`src/rtl/irr_pkg.sv`:
```
package irr_pkg;
  localparam int          DATA_W      = 32;
  localparam int          VEC_W       = 8;
  localparam int          DEST_LSB    = 24;
  localparam int          MASK_BIT    = 16;
  localparam int          TABLE_BASE  = 16;
  localparam logic [31:0] VERSION_VAL = 32'h0017_0011;
  localparam logic [31:0] EMPTY_VAL   = 32'hFFFF_FFFF;

  typedef enum logic [2:0] {
    SEL_IDENT,
    SEL_VER,
    SEL_ARB,
    SEL_TABLE,
    SEL_NONE
  } win_sel_e;
endpackage

```
`src/rtl/irr_bus_front.sv`:
```
module irr_bus_front
  import irr_pkg::*;
#(
  parameter int ADDR_W  = 8,
  parameter int OFF_IDX = 0,
  parameter int OFF_WIN = 16
) (
  input  logic              clk,
  input  logic              rst_n,
  input  logic              req_valid,
  input  logic              req_write,
  input  logic [ADDR_W-1:0] req_offset,
  input  logic [DATA_W-1:0] req_wdata,
  input  logic [DATA_W-1:0] win_rdata,
  output logic [DATA_W-1:0] idx_q,
  output logic              win_we,
  output logic              rsp_valid,
  output logic              rsp_err,
  output logic [DATA_W-1:0] rsp_rdata
);
  logic              at_idx, at_win, bad_off;
  logic              idx_en;
  logic [DATA_W-1:0] idx_d;
  logic              rsp_valid_d, rsp_err_d;
  logic [DATA_W-1:0] rsp_rdata_d;

  always_comb begin
    at_idx  = (req_offset == ADDR_W'(OFF_IDX));
    at_win  = (req_offset == ADDR_W'(OFF_WIN));
    bad_off = !(at_idx || at_win);
    idx_en  = req_valid && req_write && at_idx;
    idx_d   = req_wdata;
    win_we  = req_valid && req_write && at_win;
    rsp_valid_d = req_valid;
    rsp_err_d   = req_valid && bad_off;
    rsp_rdata_d = '0;
    if (req_valid && !req_write) begin
      if (at_idx)      rsp_rdata_d = idx_q;
      else if (at_win) rsp_rdata_d = win_rdata;
    end
  end

  always_ff @(posedge clk or negedge rst_n) begin
    if (!rst_n) begin
      idx_q <= '0;
    end else if (idx_en) begin
      idx_q <= idx_d;
    end
  end

  always_ff @(posedge clk or negedge rst_n) begin
    if (!rst_n) begin
      rsp_valid <= 1'b0;
      rsp_err   <= 1'b0;
      rsp_rdata <= '0;
    end else begin
      rsp_valid <= rsp_valid_d;
      rsp_err   <= rsp_err_d;
      rsp_rdata <= rsp_rdata_d;
    end
  end

  // bad offset flags an error and leaves the index alone
  a_r1_bad_offset: assert property (@(posedge clk) disable iff (!rst_n)
    (req_valid && req_offset != ADDR_W'(OFF_IDX) && req_offset != ADDR_W'(OFF_WIN))
      |=> (rsp_err && $stable(idx_q)));

  // index write lands on the next edge
  a_r2_index_load: assert property (@(posedge clk) disable iff (!rst_n)
    (req_valid && req_write && req_offset == ADDR_W'(OFF_IDX))
      |=> (idx_q == $past(req_wdata)));

  // one response per request, one cycle later
  a_r11_rsp_follows: assert property (@(posedge clk) disable iff (!rst_n)
    req_valid |=> rsp_valid);
  a_r11_no_spurious: assert property (@(posedge clk) disable iff (!rst_n)
    !req_valid |=> !rsp_valid);
endmodule

```
`src/rtl/irr_decode.sv`:
```
module irr_decode
  import irr_pkg::*;
#(
  parameter int PINS  = 24,
  parameter int ENT_W = $clog2(PINS)
) (
  input  logic [DATA_W-1:0] idx,
  output win_sel_e          sel,
  output logic [ENT_W-1:0]  entry,
  output logic              hi_word
);
  localparam logic [DATA_W-1:0] TABLE_LO = DATA_W'(TABLE_BASE);
  localparam logic [DATA_W-1:0] TABLE_HI = DATA_W'(TABLE_BASE + 2 * PINS);

  logic [DATA_W-1:0] rel;

  always_comb begin
    rel     = idx - TABLE_LO;
    entry   = ENT_W'(rel >> 1);
    hi_word = rel[0];
    if (idx == 32'd0)                         sel = SEL_IDENT;
    else if (idx == 32'd1)                    sel = SEL_VER;
    else if (idx == 32'd2)                    sel = SEL_ARB;
    else if (idx >= TABLE_LO && idx < TABLE_HI) sel = SEL_TABLE;
    else                                      sel = SEL_NONE;
  end
endmodule

```
`src/rtl/irr_redir_table.sv`:
```
module irr_redir_table
  import irr_pkg::*;
#(
  parameter int PINS  = 24,
  parameter int ENT_W = $clog2(PINS)
) (
  input  logic                    clk,
  input  logic                    rst_n,
  input  logic                    we,
  input  logic [ENT_W-1:0]        entry,
  input  logic                    hi_word,
  input  logic [DATA_W-1:0]       wdata,
  output logic [DATA_W-1:0]       rd_word,
  output logic [PINS*VEC_W-1:0]   pin_vector,
  output logic [PINS*DATA_W-1:0]  pin_dest
);
  localparam logic [DATA_W-1:0] LO_RESET = DATA_W'(1) << MASK_BIT;

  logic [PINS-1:0][DATA_W-1:0] lo_q, hi_q;
  logic [PINS-1:0][VEC_W-1:0]  vec_q;
  logic [PINS-1:0]             lo_en, hi_en, vec_en;
  logic                        vec_nz;

  always_comb begin
    vec_nz = (wdata[VEC_W-1:0] != '0);
    for (int p = 0; p < PINS; p++) begin
      lo_en[p]  = we && (entry == ENT_W'(p)) && !hi_word;
      hi_en[p]  = we && (entry == ENT_W'(p)) && hi_word;
      vec_en[p] = lo_en[p] && vec_nz;
    end
    rd_word = hi_word ? hi_q[entry] : lo_q[entry];
  end

  always_ff @(posedge clk or negedge rst_n) begin
    if (!rst_n) begin
      for (int p = 0; p < PINS; p++) begin
        lo_q[p]  <= LO_RESET;
        hi_q[p]  <= '0;
        vec_q[p] <= '0;
      end
    end else begin
      for (int p = 0; p < PINS; p++) begin
        if (lo_en[p])  lo_q[p]  <= wdata;
        if (hi_en[p])  hi_q[p]  <= wdata;
        if (vec_en[p]) vec_q[p] <= wdata[VEC_W-1:0];
      end
    end
  end

  for (genvar g = 0; g < PINS; g++) begin : g_pin
    logic [7:0] dbyte;
    assign dbyte = hi_q[g][DEST_LSB +: 8];
    assign pin_vector[g*VEC_W +: VEC_W] = vec_q[g];
    assign pin_dest[g*DATA_W +: DATA_W] =
      (dbyte == 8'hFF) ? EMPTY_VAL : {{(DATA_W-8){1'b0}}, dbyte};

    // a zero vector field leaves the exported vector unchanged
    a_r7_zero_vec_keeps: assert property (@(posedge clk) disable iff (!rst_n)
      (we && !hi_word && entry == ENT_W'(g) && wdata[VEC_W-1:0] == '0)
        |=> $stable(pin_vector[g*VEC_W +: VEC_W]));
  end
endmodule

```
`src/rtl/irq_route_regs.sv`:
```
module irq_route_regs
  import irr_pkg::*;
#(
  parameter int          PINS    = 24,
  parameter int          ADDR_W  = 8,
  parameter logic [31:0] ARB_ID  = 32'h0
) (
  input  logic                   clk,
  input  logic                   rst_n,
  input  logic                   req_valid,
  input  logic                   req_write,
  input  logic [ADDR_W-1:0]      req_offset,
  input  logic [31:0]            req_wdata,
  output logic                   rsp_valid,
  output logic                   rsp_err,
  output logic [31:0]            rsp_rdata,
  output logic [PINS*8-1:0]      pin_vector,
  output logic [PINS*32-1:0]     pin_dest
);
  localparam int ENT_W   = $clog2(PINS);
  localparam int OFF_WIN = 16;

  logic [DATA_W-1:0] idx_q, win_rdata, tbl_rd, ident_q;
  logic              win_we, hi_word, ident_en, tbl_we;
  logic [ENT_W-1:0]  entry;
  win_sel_e          sel;

  irr_bus_front #(.ADDR_W(ADDR_W), .OFF_IDX(0), .OFF_WIN(OFF_WIN)) u_front (
    .clk(clk), .rst_n(rst_n),
    .req_valid(req_valid), .req_write(req_write),
    .req_offset(req_offset), .req_wdata(req_wdata),
    .win_rdata(win_rdata), .idx_q(idx_q), .win_we(win_we),
    .rsp_valid(rsp_valid), .rsp_err(rsp_err), .rsp_rdata(rsp_rdata)
  );

  irr_decode #(.PINS(PINS), .ENT_W(ENT_W)) u_dec (
    .idx(idx_q), .sel(sel), .entry(entry), .hi_word(hi_word)
  );

  irr_redir_table #(.PINS(PINS), .ENT_W(ENT_W)) u_tbl (
    .clk(clk), .rst_n(rst_n),
    .we(tbl_we), .entry(entry), .hi_word(hi_word), .wdata(req_wdata),
    .rd_word(tbl_rd), .pin_vector(pin_vector), .pin_dest(pin_dest)
  );

  always_comb begin
    ident_en = win_we && (sel == SEL_IDENT);
    tbl_we   = win_we && (sel == SEL_TABLE);
    case (sel)
      SEL_IDENT: win_rdata = ident_q;
      SEL_VER:   win_rdata = VERSION_VAL;
      SEL_ARB:   win_rdata = ARB_ID;
      SEL_TABLE: win_rdata = tbl_rd;
      default:   win_rdata = EMPTY_VAL;
    endcase
  end

  always_ff @(posedge clk or negedge rst_n) begin
    if (!rst_n) begin
      ident_q <= '0;
    end else if (ident_en) begin
      ident_q <= req_wdata;
    end
  end

  // a window read of the version index always answers the constant
  a_r4_version_const: assert property (@(posedge clk) disable iff (!rst_n)
    (req_valid && !req_write && req_offset == ADDR_W'(OFF_WIN) && sel == SEL_VER)
      |=> (rsp_rdata == VERSION_VAL));

  // a write to an empty index leaves the identifier alone
  a_r9_empty_write_drop: assert property (@(posedge clk) disable iff (!rst_n)
    (win_we && sel == SEL_NONE) |=> $stable(ident_q));
endmodule

```
`config.mk`:
```
export PLATFORM = sky130hd
export DESIGN_NAME = irq_route_regs
export DESIGN_NICKNAME = d
export VERILOG_FILES = /design/src/rtl/irr_pkg.sv /design/src/rtl/irr_bus_front.sv /design/src/rtl/irr_decode.sv /design/src/rtl/irr_redir_table.sv /design/src/rtl/irq_route_regs.sv
export SDC_FILE = /design/constraint.sdc
export NUM_CORES = 2
export LEC_CHECK = 0
export BUFFER_PORTS_ARGS = -buffer_cell sky130_fd_sc_hd__buf_2
export CORE_AREA = 2 2 404 406
export CTS_CLUSTER_SIZE = 16
export DETAILED_ROUTE_END_ITERATION = 7
export DIE_AREA = 0 0 406 408
export PLACE_DENSITY = 0.81
export REMOVE_ABC_BUFFERS = 1
export SYNTH_ARGS = -nofsm -noshare
export SYNTH_HDL_FRONTEND = slang
export SYNTH_SLANG_ARGS = --single-unit
```
`constraint.sdc`:
```
create_clock -name clk -period 7.32 [get_ports clk]
set_input_delay 2.196 -clock clk [delete_from_list [all_inputs] [get_ports clk]]
set_output_delay 2.196 -clock clk [all_outputs]
set_load 0.1 [all_outputs]
```
* Word level (Yosys, flattened, before mapping) *
Cells that the tools add are included.

storage, ports and cells
  flip-flop bits (word level) = 1,826
  memory bits (read-only) = 0
  output and inout port bits = 994
  memories kept = 0
  bits in writable memories = 0
  logic and storage cells = 284
  input bits = 44
  bits in latches = 0

operators by class
  add/sub/neg operators = 1
  shifts and indexed selects = 0
  div/mod/pow operators = 0
  bitwise operators = 0
  mux-type cells = 37
  eq/ne operators = 53
  reduce and logical (&&, ||, !) cells = 113
  $mul = 0
  magnitude comparators = 3

operators by type and width
  cell                                                                            count
  32-bit 2-to-1 mux                                                               30
  32-bit binary-select mux with 5-bit select                                      2
  8-bit == test (second input constant)                                           24
  32-bit case mux with 4 select lines                                             1
  1-bit logical AND                                                               104
  5-bit by 4-bit == test with 1-bit output (second input constant)                8
  5-bit == test (second input constant)                                           8
  32-bit by 1-bit == test with 1-bit output (second input constant)               1
  32-bit by 2-bit == test with 1-bit output (second input constant)               1
  32-bit by 5-bit >= comparator with 1-bit output (second input constant)         1
  32-bit zero test                                                                1
  32-bit by 7-bit less-than comparator with 1-bit output (second input constant)  1
  5-bit by 3-bit == test with 1-bit output (second input constant)                4
  3-bit 2-to-1 mux                                                                4
  5-bit by 2-bit == test with 1-bit output (second input constant)                2
  8-bit by 5-bit == test with 1-bit output (second input constant)                1
  8-bit zero test                                                                 1
  8-bit nonzero test                                                              1
  3-bit by 2-bit == test with 1-bit output (second input constant)                2
  5-bit by 6-bit less-than comparator with 1-bit output (second input constant)   1
  6-bit by 5-bit subtractor with 6-bit output (second input constant)             1
  5-bit by 1-bit == test with 1-bit output (second input constant)                1
  5-bit zero test                                                                 1
  3-bit by 1-bit == test with 1-bit output (second input constant)                1
  3 further kinds                                                                 5

* Depth between registers and ports, before layout *
  word-level depth = 11
  mapped depth = 11
  mapped depth without buffers = 8

* Modules after synthesis *
Synthesis repeated with hierarchy kept, for this count alone.

second synthesis, totals
  cells, all modules = 6,917
  area, all modules = 86,501.7 µm²

by module, submodules not included
  module           area an instance (µm²)  cells each  sequential area each (µm²)  instances
  irr_redir_table  81,967.4                6,585       43,271.5                    1
  irr_bus_front    2,707.6                 182         1,651.6                     1
  irq_route_regs   1,666.6                 127         800.8                       1
  irr_decode       160.2                   23          0.0                         1

* Least setup slack after synthesis *
OpenSTA, ideal clock, no wires.

  path kind = register -> output
  from = reg u_tbl.hi_q, in the netlist u_tbl.g_pin[19].dbyte[7]
  to = out pin_dest[617]
  stages on the path, launching flop included = 4
  setup slack = 2,145 ps
  arrival = 2,979 ps
  buffers on the path = 1
  data required time = 5,124 ps
  path through = dfrtp_1 > nand4_1 > nor2_1 > buf_4

on the way
  longest elaborated chain between the ends = 2

ends and longest elaborated chain
  element                          RTL line               text
  start, declared                  irr_redir_table.sv:19  logic [PINS-1:0][DATA_W-1:0] lo_q, hi_q;
  start signal, assigned by index  irr_redir_table.sv:44  if (hi_en[p]) hi_q[p] <= wdata;
  8-bit == test                    irr_redir_table.sv:55  (dbyte == 8'hFF) ? EMPTY_VAL : {{(DATA_W-8){1'b0}}, dbyte};
  32-bit 2-to-1 mux                irr_redir_table.sv:55
  end, declared                    irq_route_regs.sv:18   output logic [PINS*32-1:0] pin_dest

No other way between the ends.

* Worst setup path in the final report *
  from = in req_offset[2]
  to = reg u_tbl.vec_q, in the netlist u_tbl.pin_vector[85]

on the way
  longest elaborated chain between the ends = 6

ends and longest elaborated chain
  element                                   RTL line               text
  start, declared                           irq_route_regs.sv:12   input logic [ADDR_W-1:0] req_offset,
  8-bit by 5-bit == test with 1-bit output  irr_bus_front.sv:29    at_win = (req_offset == ADDR_W'(OFF_WIN));
  1-bit logical AND                         irr_bus_front.sv:33    win_we = req_valid && req_write && at_win;
  1-bit logical AND                         irq_route_regs.sv:48   tbl_we = win_we && (sel == SEL_TABLE);
  1-bit logical AND (2 in series)           irr_redir_table.sv:27  lo_en[p] = we && (entry == ENT_W'(p)) && !hi_word;
  1-bit logical AND                         irr_redir_table.sv:29  vec_en[p] = lo_en[p] && vec_nz;
  end signal, assigned by index             irr_redir_table.sv:45  if (vec_en[p]) vec_q[p] <= wdata[VEC_W-1:0];
  end, declared                             irr_redir_table.sv:20  logic [PINS-1:0][VEC_W-1:0] vec_q;

No other way between the ends.
A chain may end at the register's enable or synchronous reset.

==> metrics.yaml <==
worst_slew_pin_slew_ns: 1.267
achievable-frequency_mhz: 181.0
synth_enable_flop_cells: 0
number_of_cells_in_the_design_after_placement: 8263
cts_tree: "built"
number_of_antenna_violations_at_the_first_check_in_global_routing: 17
synth_area_per_cell_um2: 13.93
grt_overflow: 0
clockRootBuffer: "clkbuf_16"
worst_min_path_class: "reg2reg"
period_utilization_post_route: 0.7547
critical_path_required_ns: 8.07
final_layout_size_suffix_gt1_frac: 0.5058
synth-seq-area-share: 0.5297
flow.area_growth_from_synthesis_pct: 10.06
routabilityCongestion: 0.8997
worstSetupPathType: "in2reg"
drv_cap: 0
detail_route.vias_per_cell: 6.423
mostFrequentLayoutCells: "1798 x dfrtp_1, 1356 x mux2_2, 1035 x buf_2"
ys_ff_latch: 1826
cts_hold_buffers: 0
timing.critical_path.from: "req_offset[2]"
post_cts_clock_slew_at_the_launch_and_capture_registers_of_the_worst_setup_and_hold_paths_ns: 0.06
detail-route-antenna-nets: 0
port_buffers: 1037
synth_area_um2: 86320
first_pass_iters: 6
leading_cell_type_in_the_layout_fill_and_taps_excluded: "dfrtp_1"
grt_pass1_vias: 55995
numClockSinks: 1826
max_slew_margin: 0.1522
finish.cell_count_without_fillers: 8601
power_density_nw_per_um2: 219.8
cts_resized: 0
placement_rows: 148
finClkSkew_ns: 0.09074
timing.critical_path.arrival_ns: 6.27
critical_path.reg2reg.startpoint: "u_front.idx_q[2]"
critical-path-top-delay-family: "simple AND/OR/NAND/NOR gates"
design.die.area_um2: 165600
run_status: "complete, no violations"
post_synth_num_cell_types: 56
die_y_um: 408
nets: 6319
timing_max_transition_violations_final: 0
holdCritStartpoint: "u_tbl.lo_q[412]"
cts_made_buffers: 184
floorplan.initialDensity: 0.5339
synth-async-reset-ratio: 1.000
timing.final.crit_period_ns: 5.525
setup_violations: 0
leakagePower_uw: 0.04819
setup_repair_after_global_routing_missed_its_margin: "no"
wl_per_cell_um: 30.97
critPathCaptureType: "flip-flop"
design.portCount: 1038
num_vias: 55246
overall_routed_net_length_um: 266400
fill_cells: 11933
drcViolationCount: 0
wire_length_of_the_first_global_routing_pass_um: 387200
totalPowerFinal_uw: 20880
crit_slowest_cell: "and2_2"
power.ir.vdd_worst_mv: 0.2821
post-cts-setup-buffer-count: 0
grtUsageTotal: 0.3185
worst_skew_late_latency_ns: 0.86
cts_max_level: 4
path_buf_inv: 1
timing.critical_path.slowest_cell_delay_ns: 1.08
detail_route.iter0.violations: 5988
setup-tns-final_ns: 0
clk_path_buf_depth: 3
core_um2: 161700
dp_hpwl_um: 167200
category_of_the_worst_setup_path_launch_point: "input pin"
rrSetupSlack_ns: 2.36
report.final.hold_viol_count: 0
critical_path.cell_chain: "buf_2 -> nor4_1 -> nand4_1 -> nor4_2 -> and2_2 -> nand2_1 -> a22o_1"
ys_dominant_reg_cell: "dfrtp_1"
grt_start_max_net_pins: 176
ys_warn_count: 0
synthesis.instances: 6195
die_x_um: 406
critPathMaxFanout: 42
sequential cells by signal, indices dropped and copies added (netlist names):
| name | flops |
|---|---|
| u_tbl.pin_vector | 192 |
| u_tbl.hi_q | 576 |
| u_front.rsp_err | 1 |
| u_front.rsp_valid | 1 |
| u_tbl.lo_q | 768 |
| u_tbl.g_pin.dbyte | 192 |
| u_front.idx_q | 32 |
| u_front.rsp_rdata | 32 |
| ident_q | 32 |
final timing paths:
path,to,depth (start not counted)
max,u_tbl.pin_vector[85],7
min,u_tbl.lo_q[412],1
min reg2reg,u_tbl.lo_q[412],1
min in group asynchronous,u_tbl.pin_vector[57],1
max in group asynchronous,u_tbl.g_pin[15].dbyte[0],2
max reg2reg,u_front.rsp_rdata[9],8
cells in the mapped netlist, types with 66 or more instances:
cell,count,area (um2)
mux4_2,290,6531
mux2_1,251,2826
dfrtp_1,1802,45090
nand2_1,104,390.4
buf_2,161,805.8
a22o_1,192,1682
mux2_2,1356,15270
mux2i_1,228,2282
buf_4,612,4594
nor2_1,66,247.7
clkbuf_1,471,1768
o211ai_1,89,668.1
a22oi_1,108,810.8
metrics by stage:
step	hold slack (ns)	setup slack, ns	cell area [um2]	utilization
floorplan	0.4525	-25.17	78950	-
global placement	0.4618	1.196	88600	0.5480
detailed placement	0.4702	1.034	88600	0.5480
CTS	0.4846	1.932	94980	0.5875
global route	0.4925	1.655	94990	0.5876
finish	0.4824	1.795	95000	0.5877
kinds of logic (layout without fill, tap and decap cells):
kind of cell             count (synthesis)  in the layout  share of synthesized area
other                                    0              6                          0
adder cells (fa/ha/maj)                  1              1                  0.0001449
flip-flops                            1826           1826                     0.5297
multiplexers                          2125           2125                     0.3118
buffers and inverters                 1300           1525                    0.08557
AND/OR/NAND/NOR                        337            337                    0.02000
AO/OA/AOI/OAI                          606            606                    0.05281
power by group:
part           switching, uW  internal [uW]  leakage (uW)  total, uW
Sequential              19.5          10100        0.0254      10100
Combinational            767            190        0.0197        957
Clock                   4200           5600       0.00312       9800
layer usage:
| layer | track usage | up-vias | share of wire |
|---|---|---|---|
| met5 | 0 | - | 0.00033 |
| met4 | 0.1814 | 12 | 0.065 |
| met3 | 0.07563 | 744 | 0.092 |
| met2 | 0.4791 | 3134 | 0.46 |
| met1 | 0.4253 | 29340 | 0.39 |
| li1 | - | 22016 | - |
final cells by class:
type	instances	area (um2)	share of cell area
Inverter	4	15.01	0.0001580
Multi-Input combinational cell	3069	33490	0.3525
Timing Repair Buffer	1189	6649	0.06999
Clock buffer	268	5440	0.05726
Clock inverter	64	938.4	0.009878
Tap cell	2175	2721	0.02865
Antenna cell	6	15.01	0.0001580
Sequential cell	1826	45730	0.4814
No activity file was read; power rests on OpenSTA's default activity.
